--- src/rtl/adc_gate_pkg.sv ---
package adc_gate_pkg;

  // strobes from control to datapath
  typedef struct packed {
    logic load;
  } gateStrobes_t;

  // relation flags from datapath to control
  typedef struct packed {
    logic belowOne;
    logic atOne;
    logic belowTwo;
    logic atTwo;
    logic ordered;
  } cmpFlags_t;

  typedef enum logic [2:0] {
    M_PASS,
    M_BELOW,
    M_ATLEAST,
    M_IN_OPEN,
    M_IN_CLOSED,
    M_OUT_OPEN,
    M_OUT_CLOSED
  } gateMode_e;

endpackage

--- src/rtl/adc_gate_datapath.sv ---
module adc_gate_datapath
  import adc_gate_pkg::*;
#(
  parameter int DATA_W = 16
) (
  input  logic              clk,
  input  logic              rstN,
  input  logic [DATA_W-1:0] resData,
  input  logic [DATA_W-1:0] limitOne,
  input  logic [DATA_W-1:0] limitTwo,
  input  gateStrobes_t      strobes,
  output cmpFlags_t         flags,
  output logic [DATA_W-1:0] heldResult
);
  localparam int NUM_LIMITS = 2;

  logic [DATA_W-1:0] limVec [NUM_LIMITS];
  logic [NUM_LIMITS-1:0] ltVec;
  logic [NUM_LIMITS-1:0] eqVec;

  assign limVec[0] = limitOne;
  assign limVec[1] = limitTwo;

  generate
    for (genvar g = 0; g < NUM_LIMITS; g++) begin : g_cmp
      assign ltVec[g] = resData < limVec[g];
      assign eqVec[g] = resData == limVec[g];
    end
  endgenerate

  always_comb begin
    flags.belowOne = ltVec[0];
    flags.atOne    = eqVec[0];
    flags.belowTwo = ltVec[1];
    flags.atTwo    = eqVec[1];
    flags.ordered  = limitOne <= limitTwo;
  end

  always_ff @(posedge clk) begin
    if (!rstN) heldResult <= '0;
    else if (strobes.load) heldResult <= resData;
  end

  // no load, no change
  a_r9_hold_on_reject: assert property (@(posedge clk) disable iff (!rstN)
    !strobes.load |=> $stable(heldResult));

endmodule

--- src/rtl/adc_gate_control.sv ---
module adc_gate_control
  import adc_gate_pkg::*;
(
  input  logic         clk,
  input  logic         rstN,
  input  logic         resValid,
  input  logic         cmpEnable,
  input  logic         cmpGreater,
  input  logic         cmpRange,
  input  cmpFlags_t    flags,
  output gateStrobes_t strobes,
  output logic         accStb
);
  gateMode_e mode;
  logic aboveOne;
  logic aboveTwo;
  logic match;

  always_comb begin
    if (!cmpEnable)     mode = M_PASS;
    else if (!cmpRange) mode = cmpGreater ? M_ATLEAST : M_BELOW;
    else if (flags.ordered) mode = cmpGreater ? M_IN_CLOSED : M_IN_OPEN;
    else                mode = cmpGreater ? M_OUT_CLOSED : M_OUT_OPEN;
  end

  assign aboveOne = !flags.belowOne && !flags.atOne;
  assign aboveTwo = !flags.belowTwo && !flags.atTwo;

  always_comb begin
    unique case (mode)
      M_PASS:       match = 1'b1;
      M_BELOW:      match = flags.belowOne;
      M_ATLEAST:    match = !flags.belowOne;
      M_IN_OPEN:    match = aboveOne && flags.belowTwo;
      M_IN_CLOSED:  match = !flags.belowOne && !aboveTwo;
      M_OUT_OPEN:   match = aboveOne || flags.belowTwo;
      M_OUT_CLOSED: match = !flags.belowOne || !aboveTwo;
      default:      match = 1'b0;
    endcase
  end

  assign strobes.load = resValid && match;

  always_ff @(posedge clk) begin
    if (!rstN) accStb <= 1'b0;
    else       accStb <= strobes.load;
  end

  // strobe only follows a valid cycle
  a_r8_strobe_after_valid: assert property (@(posedge clk) disable iff (!rstN)
    accStb |-> $past(resValid));

  // compare off keeps every result
  a_r1_pass_all: assert property (@(posedge clk) disable iff (!rstN)
    (resValid && !cmpEnable) |=> accStb);

  // not below limit one is discarded
  a_r2_below_only: assert property (@(posedge clk) disable iff (!rstN)
    (resValid && cmpEnable && !cmpRange && !cmpGreater && !flags.belowOne) |=> !accStb);

  // below limit one is discarded
  a_r3_atleast_only: assert property (@(posedge clk) disable iff (!rstN)
    (resValid && cmpEnable && !cmpRange && cmpGreater && flags.belowOne) |=> !accStb);

endmodule

--- src/rtl/adc_result_gate.sv ---
module adc_result_gate
  import adc_gate_pkg::*;
#(
  parameter int DATA_W = 16
) (
  input  logic              clk,
  input  logic              rstN,
  input  logic              resValid,
  input  logic [DATA_W-1:0] resData,
  input  logic [DATA_W-1:0] limitOne,
  input  logic [DATA_W-1:0] limitTwo,
  input  logic              cmpEnable,
  input  logic              cmpGreater,
  input  logic              cmpRange,
  output logic              accStb,
  output logic [DATA_W-1:0] heldResult
);
  gateStrobes_t strobes;
  cmpFlags_t    flags;

  adc_gate_datapath #(.DATA_W(DATA_W)) i_datapath (
    .clk        (clk),
    .rstN       (rstN),
    .resData    (resData),
    .limitOne   (limitOne),
    .limitTwo   (limitTwo),
    .strobes    (strobes),
    .flags      (flags),
    .heldResult (heldResult)
  );

  adc_gate_control i_control (
    .clk        (clk),
    .rstN       (rstN),
    .resValid   (resValid),
    .cmpEnable  (cmpEnable),
    .cmpGreater (cmpGreater),
    .cmpRange   (cmpRange),
    .flags      (flags),
    .strobes    (strobes),
    .accStb     (accStb)
  );

  // accepted word shown with the strobe
  a_r8_store_with_strobe: assert property (@(posedge clk) disable iff (!rstN)
    accStb |-> heldResult == $past(resData));

endmodule

--- config.mk ---
export PLATFORM = sky130hd
export DESIGN_NAME = adc_result_gate
export DESIGN_NICKNAME = d
export VERILOG_FILES = /design/src/rtl/adc_gate_pkg.sv /design/src/rtl/adc_gate_datapath.sv /design/src/rtl/adc_gate_control.sv /design/src/rtl/adc_result_gate.sv
export SDC_FILE = /design/constraint.sdc
export NUM_CORES = 1
export LEC_CHECK = 0
export ABC_AREA = 1
export BUFFER_PORTS_ARGS = -buffer_cell sky130_fd_sc_hd__buf_4
export CAP_MARGIN = 10
export CORE_ASPECT_RATIO = 1.75
export CORE_MARGIN = 3
export CORE_UTILIZATION = 52
export CTS_CLUSTER_DIAMETER = 150
export DETAILED_ROUTE_END_ITERATION = 6
export GPL_TIMING_DRIVEN = 0
export HOLD_SLACK_MARGIN = 0.03
export PLACE_DENSITY = 0.81
export SLEW_MARGIN = 5
export SYNTH_ARGS = -nofsm -noshare
export SYNTH_HDL_FRONTEND = slang
export SYNTH_SLANG_ARGS = --single-unit
--- constraint.sdc ---
create_clock -name clk -period 3.5 [get_ports clk]
set_clock_uncertainty 0.1 [all_clocks]
set_input_delay 0 -clock clk [delete_from_list [all_inputs] [get_ports clk]]
set_output_delay 0 -clock clk [all_outputs]
set_load 0.1 [all_outputs]
==> metrics, run 1 <==
Remaining DRCs=0; Post-synth ARST share=0; vias per cell=just under 5; Synth top area share=0.272; TritonCTS clock tree=yes; Yosys top cell by area=ha_1; Switch Pwr=about 0.41 mW; Syn-to-layout area delta=34.0%; WL per Instance=around 12 µm; Area after DPL=2830 µm²; CP endpoint kind=flop; CTS buffer count=3; Int Power=0.475 mW; Max-Cap Viols=0; die area=5200 µm²; RD Place Congestion=0.827; GRT Residual Overflow=0; # rows=31; NumNets Final=around 530; Seq pwr share=0.256; Period minus WS final=~3.0 ns; initial antenna violation count=0; largest cells by area after synthesis=ha_1 27%, dfxtp_1 15%, nand2_1 11%; # setup viols final=0; clock sink count=17; fin crit share=0.868; Core Area=a little over 4000 µm²; DRT Pass-1 Iters=4; Worst setup startpoint=limitTwo[1]; EDFF count, synth=0; #FFs+latches synth=17; Fin. Hold Viols=0; Ports=71; clk slew on worst S/H paths=around 0.070 ns; initial DRC count=30; Post-Syn Area=around 2300 µm²; final setup TNS=0 ns; share of layout cells above drive strength 1=0.276; YS warnings=0; Vias=between 2k and 2.5k; Logic pwr share=0.580; switch share=0.464; sequential-to-total area share from yosys stat=0.151; r2r endpoint=i_datapath.heldResult[5]$_SDFFE_PN0P_; first-pass GRT wire length=9000 µm; clock latency on the worst-skew pair=0.25 ns; Chip Height=93.2 µm; Avg Cell Area, Syn=about 6.8 µm²; Worst-Margin Slew=about 0.40 ns; final instance area=around 3000 µm²; H-tree levels=1; Yosys cell types=32; die width=about 56 µm; top post-synthesis cells by count=66 x nand2_1, 61 x inv_1, 49 x ha_1; Clock Tree Buf Depth=2; Worst EP arrival=3.09 ns; Clock power frac=0.165; RSZ-0062 raised after global routing=no; RR Startpoint=i_datapath.heldResult[5]$_SDFFE_PN0P_; Root Buffer=clkbuf_8; Ant. Diodes=0; Multi-input gate area=about 1600 µm²; worst-case headroom to the max-slew limit=0.729; CP Class=in -> reg; PD cells=~300 nW/µm²; CP Max Fanout=7; register area=between 300 and 400 µm²; post-CTS setup buffers=0; outcome=finished, final reports clean; largest net degree at the start of global routing=11; Primary FF master, synth=dfxtp_1; syn_nets=437; Fillers=354; post-DP HPWL=4630 µm; Leakage=1.75 nW; Final Slew Violations=0; worst min path class=in -> reg; crit path to=i_datapath.heldResult[4]$_SDFFE_PN0P_; VDD IR max=299 µV; post-CTS sizing=0; Hold WS=0.0314 ns; antenna-violating nets left=0; total track usage=0.211; startpoint type of the worst setup path=input port; Max Clock Freq=329 MHz; Synth Instances=about 330; vias in the first global route=2316; r2r setup slk=2.82 ns; number of port buffers=68; Worst R2R Path Depth=2; Critical Path RT=around 3.6 ns; Total Routed Length=~5400 µm; count leader, synth=nand2_1; Starting Density=0.544
[metal layers]
metal	track usage	part of all wire	vias to the layer above
met1	0.201	0.37	1022
li1	-	-	1231
met3	0.0152	0.032	17
met2	0.435	0.56	48
met5	0	0	-
met4	0.103	0.036	0
[state kept, by name (all words and copies together), names as in the netlist]
name / cells
i_control.accStb: 1
i_datapath.heldResult: 16
[worst min path at each step]
stage | start | end | slack, ns | cells after the start
3_3_place_gp | resData[7] | i_datapath.heldResult[7]$_SDFFE_PN0P_ | 0.24 | 5
3_5_place_dp | resValid | i_datapath.heldResult[4]$_SDFFE_PN0P_ | 0.24 | 4
5_1_grt | resData[13] | i_datapath.heldResult[13]$_SDFFE_PN0P_ | 0.05 | 5
2_1_floorplan | resData[10] | i_datapath.heldResult[10]$_SDFFE_PN0P_ | 0.12 | 4
6_report | resData[13] | i_datapath.heldResult[13]$_SDFFE_PN0P_ | 0.03 | 5
4_1_cts | resData[0] | i_datapath.heldResult[0]$_SDFFE_PN0P_ | 0.04 | 5
[cells in the final DEF (no fill, tap or decap), drive strengths merged]
master,n
a221oi,1
ha,49
clkinv,2
nand2,77
a21o,2
o21ai,3
nor3b,1
buf,73
clkbuf,4
nor3,4
nor4,1
inv,67
nand4,3
o221ai,1
nand3,28
nor2,49
a21oi,22
o21bai,2
dlygate4sd3,15
dfxtp,17
[cells by family (layout without fill, tap and decap cells)]
family,Yosys count,after routing,synth area share
buf+inv,74,161,0.137
simple gates,163,163,0.359
fa+ha+maj,49,49,0.272
flops,17,17,0.151
compound gates,31,31,0.0815
[layout make-up]
cell class,count,share of cell area
multi-input cells,243,0.531
plain buffers,6,0.0178
inverters,68,0.0848
well taps,49,0.0203
clock inverters,1,0.00165
clock buffers,3,0.0136
flip-flops and latches,17,0.112
repair buffers,83,0.218
[through the flow]
| stage | util | worst slack [ns] | total power [mW] | std cells |
|---|---|---|---|---|
| after global placement | 0.682 | 0.650 | 0.718 | 451 |
| final | 0.729 | 0.463 | 0.886 | 470 |
| after detailed placement | 0.682 | 0.590 | 0.730 | 451 |
| after CTS | 0.729 | 0.467 | 0.888 | 470 |
| after floorplan | - | 1.08 | 0.598 | 334 |
| after global routing | 0.729 | 0.145 | 0.945 | 470 |
[critical path: stages]
cell and delay [ns]:
buf_4 0.11, inv_1 0.08, ha_1 0.24, inv_1 0.06, o21bai_1 0.05, a221oi_1 0.36
o221ai_1 0.15, nand2_1 0.08, nand3_1 0.06, nand2_1 0.06, ha_1 0.22, nand2_1 0.07
nand2_1 0.08, a21oi_2 0.16, nand3_1 0.09, nor2_1 0.13, nand2_2 0.08, nand2_1 0.10
nor2_4 0.04, nand2_4 0.09, nand3_1 0.08, dlygate4sd3_1 0.57, nand2_1 0.06, nor2_1 0.04
[power groups by stage]
stage	combinational [mW]	sequential (mW)	clock, mW
floorplan	0.218	0.380	0
global placement	0.488	0.230	0
detailed placement	0.499	0.231	0
CTS	0.515	0.227	0.146
global route	0.560	0.229	0.155
finish	0.513	0.226	0.146
[what timing repair did]
item	4_1_cts	5_1_grt
hold buffers	15	0
endpoints found under the hold margin	14	0
endpoints found under the setup margin	0	0
Power figures use the tool's default switching activity.
==> inputs of run 2 (changes only) <==
--- a/config.mk
+++ b/config.mk
@@ -10,13 +10,13 @@
 export CAP_MARGIN = 10
 export CORE_ASPECT_RATIO = 1.75
 export CORE_MARGIN = 3
-export CORE_UTILIZATION = 52
+export CORE_UTILIZATION = 54
+export CTS_BUF_LIST = sky130_fd_sc_hd__clkbuf_8
 export CTS_CLUSTER_DIAMETER = 150
 export DETAILED_ROUTE_END_ITERATION = 6
 export GPL_TIMING_DRIVEN = 0
 export HOLD_SLACK_MARGIN = 0.03
-export PLACE_DENSITY = 0.81
-export SLEW_MARGIN = 5
+export PLACE_DENSITY = 0.84
 export SYNTH_ARGS = -nofsm -noshare
 export SYNTH_HDL_FRONTEND = slang
 export SYNTH_SLANG_ARGS = --single-unit
==> run 2 against run 1 <==
- routed wire length is 4.6% higher
- maximum frequency is 2.0% lower
- design area fell by 0.74%
- global-route usage increased by 3.6 points
- flip-flop and latch count unchanged
- largest power group unchanged
- clock-buffer cell count unchanged
- hold slack improved by 0.0031 ns
- utilization increased by 3.3 points
- die area decreased by 3.4%
- register-to-register slack worse by 0.04 ns
- via count grew 2.0%
- worst setup slack worse by 0.063 ns
==> metrics, run 2 (same netlist as run 1, synthesis figures left out) <==
CTS buffer count=3; Period minus WS final=a little over 3 ns; Fillers=between 300 and 400; RD Place Congestion=between 0.8 and 0.9; most flop-heavy register=i_datapath.heldResult; worst min path class=in -> reg; # rows=30; Worst R2R Path Depth=2; gr busiest metal=met2; CP Max Fanout=7; commonest non-fill, non-tap cell in the layout=buf_4; RSZ-0062 raised after global routing=no; clock sink count=17; CP Class=in -> reg; Root Buffer=clkbuf_8; r2r endpoint=i_datapath.heldResult[5]$_SDFFE_PN0P_; largest registers=i_datapath.heldResult (16), i_control.accStb (1); Largest delay share family, worst path=simple AND/OR/NAND/NOR gates; Largest register FFs=16; H-tree levels=1; die width=54.9 µm; Chip Height=~92 µm; Vias=approximately 2.4k; Starting Density=0.573; cell mode on critical path=nand2_1; RR Startpoint=i_datapath.heldResult[5]$_SDFFE_PN0P_; Worst setup startpoint=limitOne[3]; Leakage=1.74 nW; vias per cell=around 5.1; post-DP HPWL=4720 µm; largest net degree at the start of global routing=11; Max Clock Freq=323 MHz; commonest cells after routing, fill and taps aside=70 x buf_4, 66 x nand2_1, 62 x inv_1; VDD IR max=281 µV; die area=5020 µm²; antenna-violating nets left=0; initial antenna violation count=0; DP Cell Count=450; Max-Cap Viols=0; GRT Residual Overflow=0; initial DRC count=52; # setup viols final=0; Total Routed Length=5670 µm; clock latency on the worst-skew pair=between 0.2 and 0.3 ns; Ant. Diodes=0; startpoint type of the worst setup path=input port; DRT Pass-1 Iters=4; share of layout cells above drive strength 1=0.274; Critical Path RT=around 3.6 ns; CP endpoint kind=flop; final non-filler cell total=467; Remaining DRCs=0; Cell Chain, Critical Path=buf_4, ha_1, nand2_1, inv_1, a221oi_1, o221ai_1, nand2_1, nand3_1, nand2_1, ha_1, nand2_1, nand2_1, a21oi_2, nand3_1, nor2_1, nand2_2, nand2_1, nor2_4, nand2_4, nand3_1, nand2_1, dlygate4sd3_1, nor2_1; Final Slew Violations=0; hold-critical path depth=5; fin crit share=0.886; Syn-to-layout area delta=33.0%; GR Util met3=0.00657; TritonCTS clock tree=yes; PD cells=between 200 and 300 nW/µm²; WL per Instance=12.1 µm; Clock Tree Buf Depth=2; WP buf/inv=3; r2r setup slk=approximately 2.8 ns; CP Depth=23; met1 usage=0.244; total track usage=0.247; overall power=0.883 mW; vias in the first global route=roughly 2.4k; Worst-Margin Slew=0.433 ns; Worst EP arrival=between 3 and 4 ns; Ports=between 70 and 80; final instance area=3000 µm²; final setup TNS=0 ns; clk slew on worst S/H paths=0.06 ns; outcome=finished, final reports clean; met2 usage=0.489; NumNets Final=around 520; Core Area=approximately 3900 µm²; Area after DPL=approximately 2800 µm²; Critical-path top delay cell=dlygate4sd3_1; Fin. Hold Viols=0; crit path to=i_datapath.heldResult[3]$_SDFFE_PN0P_; first-pass GRT wire length=9540 µm; number of port buffers=about 70; Largest stage delay, worst path=0.55 ns; worst-case headroom to the max-slew limit=0.711
## run 2: cell count changes in the layout (fill, tap and decap cells not counted), sizes merged
| cell | change |
|---|---|
| dlygate4sd3 | -2 |
| inv | +1 |
| clkinv | -1 |
## run 2: power by group
| part | leakage [nW] | internal [mW] | switching (mW) |
|---|---|---|---|
| clock | 0.0269 | 0.0777 | 0.0623 |
| sequential | 0.141 | 0.215 | 0.0122 |
| combinational | 1.58 | 0.180 | 0.336 |
| total | 1.74 | 0.473 | 0.411 |
## run 2: how the worst min path moves through the flow
stage | startpoint | to | slack (ns)
floorplan | resData[10] | i_datapath.heldResult[10]$_SDFFE_PN0P_ | 0.12
global placement | rstN | i_datapath.heldResult[1]$_SDFFE_PN0P_ | 0.23
detailed placement | resValid | i_datapath.heldResult[5]$_SDFFE_PN0P_ | 0.24
CTS | resData[7] | i_datapath.heldResult[7]$_SDFFE_PN0P_ | 0.03
global route | resData[7] | i_datapath.heldResult[7]$_SDFFE_PN0P_ | 0.04
finish | resData[11] | i_datapath.heldResult[11]$_SDFFE_PN0P_ | 0.03
## run 2: layout make-up
class                   instances  area (µm²)  share of cell area
clock buffers                   3        41.3              0.0138
clock inverters                 1        3.75             0.00125
flip-flops and latches         17         340               0.113
plain buffers                   6        53.8              0.0179
inverters                      68         256              0.0854
repair buffers                 81         641               0.213
multi-input cells             243        1610               0.535
well taps                      48        60.1              0.0200
## run 2: tightest hold or removal path: cells and delay by family
kind / cells / cell delay [ns]
buffers and inverters: 2 / 0.14
AND/OR/NAND/NOR: 3 / 0.19
## run 2: per-layer routing
layer | wire length, µm | vias to the layer above
met1 | 2010 | 1053
met4 | 160 | 0
met3 | 229 | 13
met5 | 0 | -
li1 | - | 1232
met2 | 3270 | 67
## run 2: per-stage QoR
| step | setup slack [ns] | utilization | hold WS (ns) |
|---|---|---|---|
| floorplan | 1.08 | - | 0.119 |
| global placement | 0.613 | 0.717 | 0.234 |
| detailed placement | 0.566 | 0.717 | 0.239 |
| CTS | 0.447 | 0.762 | 0.0302 |
| global route | 0.171 | 0.762 | 0.0398 |
| finish | 0.400 | 0.762 | 0.0345 |
## run 2: what timing repair did
action | 4_1_cts | 5_1_grt
gates resized for setup | 0 | 0
setup buffers | 0 | 0
endpoints found under the hold margin | 14 | 0
hold buffers | 13 | 0
